`src/rtl/ddr_init_pkg.sv`:
```
package ddr_init_pkg;

    // Command slot kinds produced by the sequencer
    typedef enum logic [2:0] {
        CMD_NOP     = 3'd0,
        CMD_PRE_ALL = 3'd1,
        CMD_REFRESH = 3'd2,
        CMD_EXT_WR  = 3'd3,
        CMD_DLL_RST = 3'd4,
        CMD_OPER_WR = 3'd5
    } cmd_t;

    // Next step waiting to be issued once its gap counter expires
    typedef enum logic [3:0] {
        PH_RAISE_CKE = 4'd0,
        PH_PRE_A     = 4'd1,
        PH_EXT_WR    = 4'd2,
        PH_DLL_RST   = 4'd3,
        PH_PRE_B     = 4'd4,
        PH_REFRESH   = 4'd5,
        PH_OPER_WR   = 4'd6,
        PH_FINISH    = 4'd7,
        PH_HOLD      = 4'd8
    } phase_t;

    // Register word: bank bits plus address bits
    typedef struct packed {
        logic [1:0]  ba;
        logic [11:0] addr;
    } reg_word_t;

    // Read latency (in half cycles) to its 3-bit field code
    function automatic logic [2:0] lat_code(input int lat_x2);
        case (lat_x2)
            4:       lat_code = 3'b010;
            5:       lat_code = 3'b110;
            6:       lat_code = 3'b011;
            default: lat_code = 3'b010;
        endcase
    endfunction

    // Burst length to its 3-bit field code
    function automatic logic [2:0] len_code(input int blen);
        case (blen)
            2:       len_code = 3'b001;
            4:       len_code = 3'b010;
            8:       len_code = 3'b011;
            default: len_code = 3'b010;
        endcase
    endfunction

endpackage

```
`src/rtl/ddr_init_words.sv`:
```
module ddr_init_words
    import ddr_init_pkg::*;
#(
    parameter int READ_LAT_X2      = 4,
    parameter int BURST_LEN        = 4,
    parameter bit BURST_INTERLEAVE = 1'b0,
    parameter bit DRIVE_HALF       = 1'b0
) (
    output reg_word_t ext_word,
    output reg_word_t dll_rst_word,
    output reg_word_t oper_word
);

    localparam logic [2:0] LAT_F = lat_code(READ_LAT_X2);
    localparam logic [2:0] LEN_F = len_code(BURST_LEN);

    // Operating fields shared by both main-register writes
    logic [6:0] oper_fields;
    assign oper_fields = {LAT_F, BURST_INTERLEAVE, LEN_F};

    // Extended register: DLL on (A0=0), drive strength in A1
    assign ext_word.ba   = 2'b01;
    assign ext_word.addr = {10'd0, DRIVE_HALF, 1'b0};

    // Main register with DLL reset (A8=1), test bit A7 held low
    assign dll_rst_word.ba   = 2'b00;
    assign dll_rst_word.addr = {3'b000, 1'b1, 1'b0, oper_fields};

    // Main register, normal operation
    assign oper_word.ba   = 2'b00;
    assign oper_word.addr = {3'b000, 1'b0, 1'b0, oper_fields};

endmodule

```
`src/rtl/ddr_init_cmd_enc.sv`:
```
module ddr_init_cmd_enc
    import ddr_init_pkg::*;
(
    input  cmd_t        cmd,
    input  reg_word_t   ext_word,
    input  reg_word_t   dll_rst_word,
    input  reg_word_t   oper_word,
    output logic        cs_n,
    output logic        ras_n,
    output logic        cas_n,
    output logic        we_n,
    output logic [1:0]  ba,
    output logic [11:0] addr
);

    always_comb begin
        cs_n  = 1'b0;
        ras_n = 1'b1;
        cas_n = 1'b1;
        we_n  = 1'b1;
        ba    = 2'b00;
        addr  = 12'd0;
        case (cmd)
            CMD_PRE_ALL: begin
                ras_n    = 1'b0;
                we_n     = 1'b0;
                addr[10] = 1'b1;
            end
            CMD_REFRESH: begin
                ras_n = 1'b0;
                cas_n = 1'b0;
            end
            CMD_EXT_WR: begin
                ras_n = 1'b0;
                cas_n = 1'b0;
                we_n  = 1'b0;
                ba    = ext_word.ba;
                addr  = ext_word.addr;
            end
            CMD_DLL_RST: begin
                ras_n = 1'b0;
                cas_n = 1'b0;
                we_n  = 1'b0;
                ba    = dll_rst_word.ba;
                addr  = dll_rst_word.addr;
            end
            CMD_OPER_WR: begin
                ras_n = 1'b0;
                cas_n = 1'b0;
                we_n  = 1'b0;
                ba    = oper_word.ba;
                addr  = oper_word.addr;
            end
            default: ;
        endcase
    end

endmodule

```
`src/rtl/ddr_init_seq.sv`:
```
module ddr_init_seq
    import ddr_init_pkg::*;
#(
    parameter int CLK_PERIOD_PS    = 5000,
    parameter int STABLE_US        = 200,
    parameter int DLL_LOCK_CYC     = 200,
    parameter int T_RP_CYC         = 3,
    parameter int T_MRD_CYC        = 2,
    parameter int T_RFC_CYC        = 14,
    parameter int NUM_REFRESH      = 2,
    parameter int READ_LAT_X2      = 4,
    parameter int BURST_LEN        = 4,
    parameter bit BURST_INTERLEAVE = 1'b0,
    parameter bit DRIVE_HALF       = 1'b0
) (
    input  logic        clk,
    input  logic        rst_n,
    output logic        cke,
    output logic        cs_n,
    output logic        ras_n,
    output logic        cas_n,
    output logic        we_n,
    output logic [1:0]  ba,
    output logic [11:0] addr,
    output logic        init_done
);

    // Settle time in cycles, rounded up
    localparam longint SETTLE_NUM = longint'(STABLE_US) * 64'd1_000_000;
    localparam int SETTLE_CYC =
        int'((SETTLE_NUM + longint'(CLK_PERIOD_PS) - 1) / longint'(CLK_PERIOD_PS));

    localparam int MAX_A    = (SETTLE_CYC > DLL_LOCK_CYC) ? SETTLE_CYC : DLL_LOCK_CYC;
    localparam int MAX_B    = (T_RFC_CYC > T_RP_CYC) ? T_RFC_CYC : T_RP_CYC;
    localparam int MAX_C    = (MAX_B > T_MRD_CYC) ? MAX_B : T_MRD_CYC;
    localparam int MAX_WAIT = (MAX_A > MAX_C) ? MAX_A : MAX_C;
    localparam int CNT_W    = $clog2(MAX_WAIT + 1);
    localparam int REF_W    = $clog2(NUM_REFRESH + 1);

    localparam logic [CNT_W-1:0] SETTLE_LOAD = CNT_W'(SETTLE_CYC - 1);
    localparam logic [CNT_W-1:0] RP_LOAD     = CNT_W'(T_RP_CYC - 1);
    localparam logic [CNT_W-1:0] MRD_LOAD    = CNT_W'(T_MRD_CYC - 1);
    localparam logic [CNT_W-1:0] DLL_LOAD    = CNT_W'(DLL_LOCK_CYC - 1);
    localparam logic [CNT_W-1:0] RFC_LOAD    = CNT_W'(T_RFC_CYC - 1);
    localparam logic [REF_W-1:0] REF_LOAD    = REF_W'(NUM_REFRESH);

    typedef struct packed {
        phase_t           phase;
        logic [CNT_W-1:0] gap;
        logic [REF_W-1:0] refs_left;
        logic             cke;
        cmd_t             cmd;
        logic             done;
    } seq_state_t;

    seq_state_t st_d, st_q;

    reg_word_t ext_word, dll_rst_word, oper_word;

    ddr_init_words #(
        .READ_LAT_X2      (READ_LAT_X2),
        .BURST_LEN        (BURST_LEN),
        .BURST_INTERLEAVE (BURST_INTERLEAVE),
        .DRIVE_HALF       (DRIVE_HALF)
    ) u_words (
        .ext_word     (ext_word),
        .dll_rst_word (dll_rst_word),
        .oper_word    (oper_word)
    );

    // Next-state logic: one slot per clock, NOP unless a gap has expired
    always_comb begin
        st_d     = st_q;
        st_d.cmd = CMD_NOP;
        if (st_q.gap != '0) begin
            st_d.gap = st_q.gap - 1'b1;
        end else begin
            case (st_q.phase)
                PH_RAISE_CKE: begin
                    st_d.cke   = 1'b1;
                    st_d.gap   = '0;
                    st_d.phase = PH_PRE_A;
                end
                PH_PRE_A: begin
                    st_d.cmd   = CMD_PRE_ALL;
                    st_d.gap   = RP_LOAD;
                    st_d.phase = PH_EXT_WR;
                end
                PH_EXT_WR: begin
                    st_d.cmd   = CMD_EXT_WR;
                    st_d.gap   = MRD_LOAD;
                    st_d.phase = PH_DLL_RST;
                end
                PH_DLL_RST: begin
                    st_d.cmd   = CMD_DLL_RST;
                    st_d.gap   = DLL_LOAD;
                    st_d.phase = PH_PRE_B;
                end
                PH_PRE_B: begin
                    st_d.cmd   = CMD_PRE_ALL;
                    st_d.gap   = RP_LOAD;
                    st_d.phase = PH_REFRESH;
                end
                PH_REFRESH: begin
                    st_d.cmd       = CMD_REFRESH;
                    st_d.gap       = RFC_LOAD;
                    st_d.refs_left = st_q.refs_left - 1'b1;
                    if (st_q.refs_left == REF_W'(1)) begin
                        st_d.phase = PH_OPER_WR;
                    end
                end
                PH_OPER_WR: begin
                    st_d.cmd   = CMD_OPER_WR;
                    st_d.gap   = MRD_LOAD;
                    st_d.phase = PH_FINISH;
                end
                PH_FINISH: begin
                    st_d.done  = 1'b1;
                    st_d.phase = PH_HOLD;
                end
                default: ;
            endcase
        end
    end

    always_ff @(posedge clk or negedge rst_n) begin
        if (!rst_n) begin
            st_q.phase     <= PH_RAISE_CKE;
            st_q.gap       <= SETTLE_LOAD;
            st_q.refs_left <= REF_LOAD;
            st_q.cke       <= 1'b0;
            st_q.cmd       <= CMD_NOP;
            st_q.done      <= 1'b0;
        end else begin
            st_q <= st_d;
        end
    end

    ddr_init_cmd_enc u_enc (
        .cmd          (st_q.cmd),
        .ext_word     (ext_word),
        .dll_rst_word (dll_rst_word),
        .oper_word    (oper_word),
        .cs_n         (cs_n),
        .ras_n        (ras_n),
        .cas_n        (cas_n),
        .we_n         (we_n),
        .ba           (ba),
        .addr         (addr)
    );

    assign cke       = st_q.cke;
    assign init_done = st_q.done;

endmodule

```
`config.mk`:
```
export PLATFORM = sky130hd
export DESIGN_NAME = ddr_init_seq
export DESIGN_NICKNAME = d
export VERILOG_FILES = /design/src/rtl/ddr_init_pkg.sv /design/src/rtl/ddr_init_words.sv /design/src/rtl/ddr_init_cmd_enc.sv /design/src/rtl/ddr_init_seq.sv
export SDC_FILE = /design/constraint.sdc
export NUM_CORES = 1
export LEC_CHECK = 0
export BUFFER_PORTS_ARGS = -buffer_cell sky130_fd_sc_hd__buf_2
export CORE_MARGIN = 5
export CORE_UTILIZATION = 44
export CTS_CLUSTER_DIAMETER = 80
export DETAILED_ROUTE_END_ITERATION = 8
export PLACE_DENSITY = 0.66
export RECOVER_POWER = 100
export SETUP_SLACK_MARGIN = 0.5
export SLEW_MARGIN = 20
export SYNTH_ARGS = -nofsm -noshare
export SYNTH_HDL_FRONTEND = slang
export SYNTH_SLANG_ARGS = --single-unit
```
`constraint.sdc`:
```
create_clock -name clk -period 2.1 [get_ports clk]
set_clock_uncertainty 0.2 [all_clocks]
set_input_delay 0.42 -clock clk [delete_from_list [all_inputs] [get_ports clk]]
set_output_delay 0.42 -clock clk [all_outputs]
set_load 0.01 [all_outputs]
```
---- Word level (Yosys, flattened, before mapping) ----
Cells that the tools add are included.
operators by class
  add/sub/neg operators ................... 2
  $mul .................................... 0
  divide/modulo/power cells ............... 0
  $lt $le $gt $ge ......................... 0
  equal/unequal tests ..................... 14
  shift operators ......................... 0
  muxes and demuxes ....................... 13
  bitwise gates (word level) .............. 1
  reductions and logical operators ........ 13
operators by type and width
  kind                   count
  $pmux 16 s5            1
  $pmux 4 s8             1
  $pmux 9 s2             1
  $eq 4x3->1 const B     4
  $mux 16                1
  $reduce_bool 16->1     1
  $sub 16x1->16 const B  1
  $pmux 3 s5             1
  $eq 4x2->1 const B     2
  $mux 4                 2
  $reduce_bool 8->1      1
  $reduce_or 4->1        2
  $eq 3x2->1 const B     2
  $eq 3x3->1 const B     2
  $mux 1                 6
  $reduce_and 2->1       3
  $reduce_bool 6->1      1
  $reduce_or 5->1        1
  $eq 4x1->1 const B     1
  $logic_not 4->1        1
  $reduce_or 2->1        2
  $eq 3x1->1 const B     1
  $reduce_and 3->1       1
  $eq 2x1->1 const B     1
  other kinds (3)        3
storage, ports and cells
  register bits after elaboration ......... 27
  bits in latches ......................... 0
  memory bits (writable) .................. 0
  ROM bits ................................ 0
  input port bits ......................... 2
  output and inout bits ................... 20
  memories ................................ 0

---- Depth between registers and ports, before layout ----
  depth in word-level cells ............... 4
  depth in mapped cells ................... 7

---- By module ----
Synthesis repeated with hierarchy kept, for this count alone.
second synthesis, totals
  cell total of the unflattened synthesis .. 243
  area total of the unflattened synthesis .. 2,263.4 µm²
by module, submodules not included
  module            times used  cells an instance  area an instance (µm²)
  ddr_init_seq      1           139                1,448.9
  ddr_init_cmd_enc  1           60                 491.7
  ddr_init_words    1           44                 322.8

---- Least setup slack after synthesis ----
Ideal clock, no wire load.
  path kind ............................... register to register
  from .................................... reg st_q[8] (netlist name)
  to ...................................... reg st_q[24] (netlist name)
  data arrival time ....................... 2.045 ns
  required time ........................... 1.772 ns
  setup slack ............................. -0.273 ns
  stages on the path, launching flop included .. 8
  clock period less this slack ............ 2.373 ns
  cells stage by stage .................... dfstp_2 > inv_1 > ha_1 > or3b_1 > or3_4 > buf_6 > nor4_4 > mux2_1
on the way
  word-level cells in the longest chain between the ends .. 3
ends and longest elaborated chain
  what                               line                 source
  from (decl)                        ddr_init_seq.sv:56   seq_state_t st_d, st_q;
  from (signal assigned)             ddr_init_seq.sv:135  st_q <= st_d;
  $reduce_bool 16->1                 ddr_init_seq.sv:75   if (st_q.gap != '0) begin
  $not 1->1 (no source line)         n/a
  $reduce_and 3->1 (no source line)  n/a
Every way passes these cells.
A chain may end at the register's enable or synchronous reset.

---- Worst setup path after layout ----
  from .................................... reg st_q[8] (netlist name)
  to ...................................... reg st_q[23] (netlist name)
Same word-level chain as after synthesis.

==> flow_metrics.env <==
export IMPL_cellLeakagePower_nw=0.873
export IMPL_core_um2=3610
export IMPL_final_min_clock_period_ns=2.24
export IMPL_seq_area_um2=692
export IMPL_routed_via_count=1228
export IMPL_synthArstFlopShare_pct=100
export IMPL_portBuffers=11
export IMPL_whs_path_depth=1
export IMPL_gp_congestion=0.826
export IMPL_dieArea_um2=4950
export IMPL_ys_warn_count=0
export IMPL_setup_viol=22
export IMPL_status="finished with violations"
export IMPL_synthCells=157
export IMPL_start_util_pct=44.4
export IMPL_die_width_um=70.3
export IMPL_ys_seq_elements=27
export IMPL_finalSetupTns_ns=-1.96
export IMPL_grt_pass1_wl_mm=5.42
export IMPL_n_fill_cell=300
export IMPL_grt_max_degree=28
export IMPL_synthDistinctLibCells=47
export IMPL_die_h_um=70.3
export IMPL_rows=22
export IMPL_top_usage_layer="met2"
export IMPL_drtPass1Iterations=4
export IMPL_final_cell_mix="22 x buf_4, 14 x dfrtp_1, 11 x dfstp_2"
export IMPL_antenna_found_initial=0
export IMPL_syn_area_um2=1600
export IMPL_use_met3_pct=1.87
export IMPL_grt_util_met1_pct=17.1
export IMPL_insertion_delay_ns=0.27
export IMPL_powerDensity_nw_per_um2=399
export IMPL_cp_start_kind="flip-flop"
export IMPL_wl_per_cell_um=14.4
export IMPL_drt_iter0_drc=33
export IMPL_timing_fmax_mhz=447
export IMPL_place_hpwl_mm=2.32
export IMPL_final_common_cell="buf_4"
export IMPL_relSlewSlack_pct=54.7
export IMPL_worstSetupEndpointType="flip-flop"
export IMPL_worstHoldPathType="reg2reg"
export IMPL_tightest_slew_ns=0.679
export IMPL_multi_input_area_um2=970
export IMPL_grt_setup_unrepaired="true"
export IMPL_finalNetCount=195
export IMPL_cts_path_max_buffers=2
export IMPL_critPathRequiredTime_ns=2.06
export IMPL_htreeDepth=1
export IMPL_cts_tree="done"
export IMPL_wirelength_mm=3.43
export IMPL_final_area_um2=2090
export IMPL_overflow=0
export IMPL_synth_edf_count=0
export IMPL_numCtsBuffers=3
export IMPL_arrival_ns=2.20
export IMPL_root_buffer="clkbuf_8"
export IMPL_critPathKind="reg2reg"
export IMPL_ir_drop_mv=0.233
export IMPL_synth_top_flop_cell="dfrtp_1"
export IMPL_period_share_pct=107
export IMPL_hold_violations=0
export IMPL_crit_fanout=7
export IMPL_seq_area_frac_synth_pct=43.0
export IMPL_synth_avg_cell_area_um2=10.2
export IMPL_drc=0
export IMPL_grt_pass1_vias=1187
export IMPL_r2r_cells=6
export IMPL_clkTransAtPathRegs_ns=0.09
export IMPL_use_met2_pct=23.4
export IMPL_max_cap_violations=0
export IMPL_drtAntennaViolNets=0
export IMPL_area_delta_synth_final_pct=30.4
export IMPL_dpl_cell_area_um2=1800
export IMPL_fin_util_pct=57.9
export IMPL_hold_ws_ns=0.278
export IMPL_layout_drive_gt1_share_pct=47.4
export IMPL_vias_per_cell=5.16
export IMPL_pre_cts_ws_ns=-0.186
export IMPL_cts_sinks=27
export IMPL_worst_slack_ns=-0.137
export IMPL_slew_violations=0
export IMPL_grt_usage_pct=13.3
export IMPL_violations="negative setup slack"
export IMPL_io_pins=22
export IMPL_num_antenna_cells=0
==> synth_stat cells (all sizes together), types with 2 or more instances <==
cell type / n / area, um2
dfrtp: 16 / 400
buf: 13 / 97.6
dfstp: 11 / 289
nor2: 11 / 48.8
nor3: 9 / 50.1
a21oi: 8 / 40.0
o21ai: 8 / 40.0
or3: 8 / 55.1
inv: 7 / 26.3
clkbuf: 6 / 22.5
mux2: 6 / 67.6
xnor2: 6 / 52.6
mux2i: 5 / 50.1
nor4: 5 / 76.3
a31oi: 3 / 18.8
and3: 3 / 18.8
xor2: 3 / 26.3
a41o: 2 / 20.0
ha: 2 / 25.0
nand2: 2 / 7.51
nand3: 2 / 10.0
nor3b: 2 / 15.0
o41ai: 2 / 17.5
==> stage by stage <==
stage	std cells	power, mW
6_report	238	0.834
5_1_grt	238	0.876
4_1_cts	234	0.844
3_5_place_dp	225	0.549
3_3_place_gp	225	0.549
2_1_floorplan	166	0.552
==> cell families after synthesis <==
logic type	share of synthesized area, %
xor gates and xnor gates	4.92
and+or+nand+nor	21.0
AOI/OAI and AO/OA	12.7
adders and majority gates	1.56
DFF	43.0
other	0.234
muxes	7.34
buffers and inverters	9.14
==> registers in the layout, indices dropped and copies added, names as in the netlist <==
| signal | count |
|---|---|
| st_q | 25 |
| cke | 1 |
| init_done | 1 |
==> critical path, cell delays in order (launching register included) <==
cell	delay [ns]
dfstp_2	0.39
inv_2	0.08
ha_4	0.13
or3b_4	0.37
or3_4	0.43
nor3_4	0.22
mux2_4	0.31
==> path summary, 6_finish.rpt <==
path	startpoint	endpoint	slack (ns)
setup / recovery	st_q[8]	st_q[23]	-0.14
hold / removal	init_done	init_done	0.28
setup reg to reg	st_q[8]	st_q[23]	-0.14
hold reg to reg	init_done	init_done	0.28
max in group asynchronous	rst_n	st_q[2]	0.71
min in group asynchronous	rst_n	st_q[26]	0.52
==> routing by layer <==
metal  vias up  routed length (um)  part of all wire (%)
met4         0                  19                  0.55
met5         -                   0                     0
li1        609                   -                     -
met2        14                1840                    54
met3         2                  85                   2.5
met1       603                1480                    43
==> what timing repair did <==
action / CTS / global route
endpoints found under the hold margin: 16 / 0
buffers inserted: 3 / 4
hold buffers: 1 / 0
endpoints found under the setup margin: 35 / 35
gates resized for setup: 18 / 23
gates cloned: 1 / 0
pin swaps: 5 / 7
==> final cells by class <==
cell class,count,area share [%]
flip-flops and latches,27,33.1
clock inverters,1,0.240
inverters,7,1.38
clock buffers,3,1.98
well taps,48,2.88
multi-input cells,114,46.4
repair buffers,38,14.0
==> power breakdown <==
part / internal, mW / switching [mW] / leakage (nW) / total (mW)
Combinational: 0.00183 / 0.0184 / 0.529 / 0.0202
Clock: 0.133 / 0.160 / 0.0255 / 0.293
Sequential: 0.521 / 0 / 0.318 / 0.521
Total: 0.655 / 0.178 / 0.873 / 0.834
Note: power is estimated with default switching activity, not from simulation.
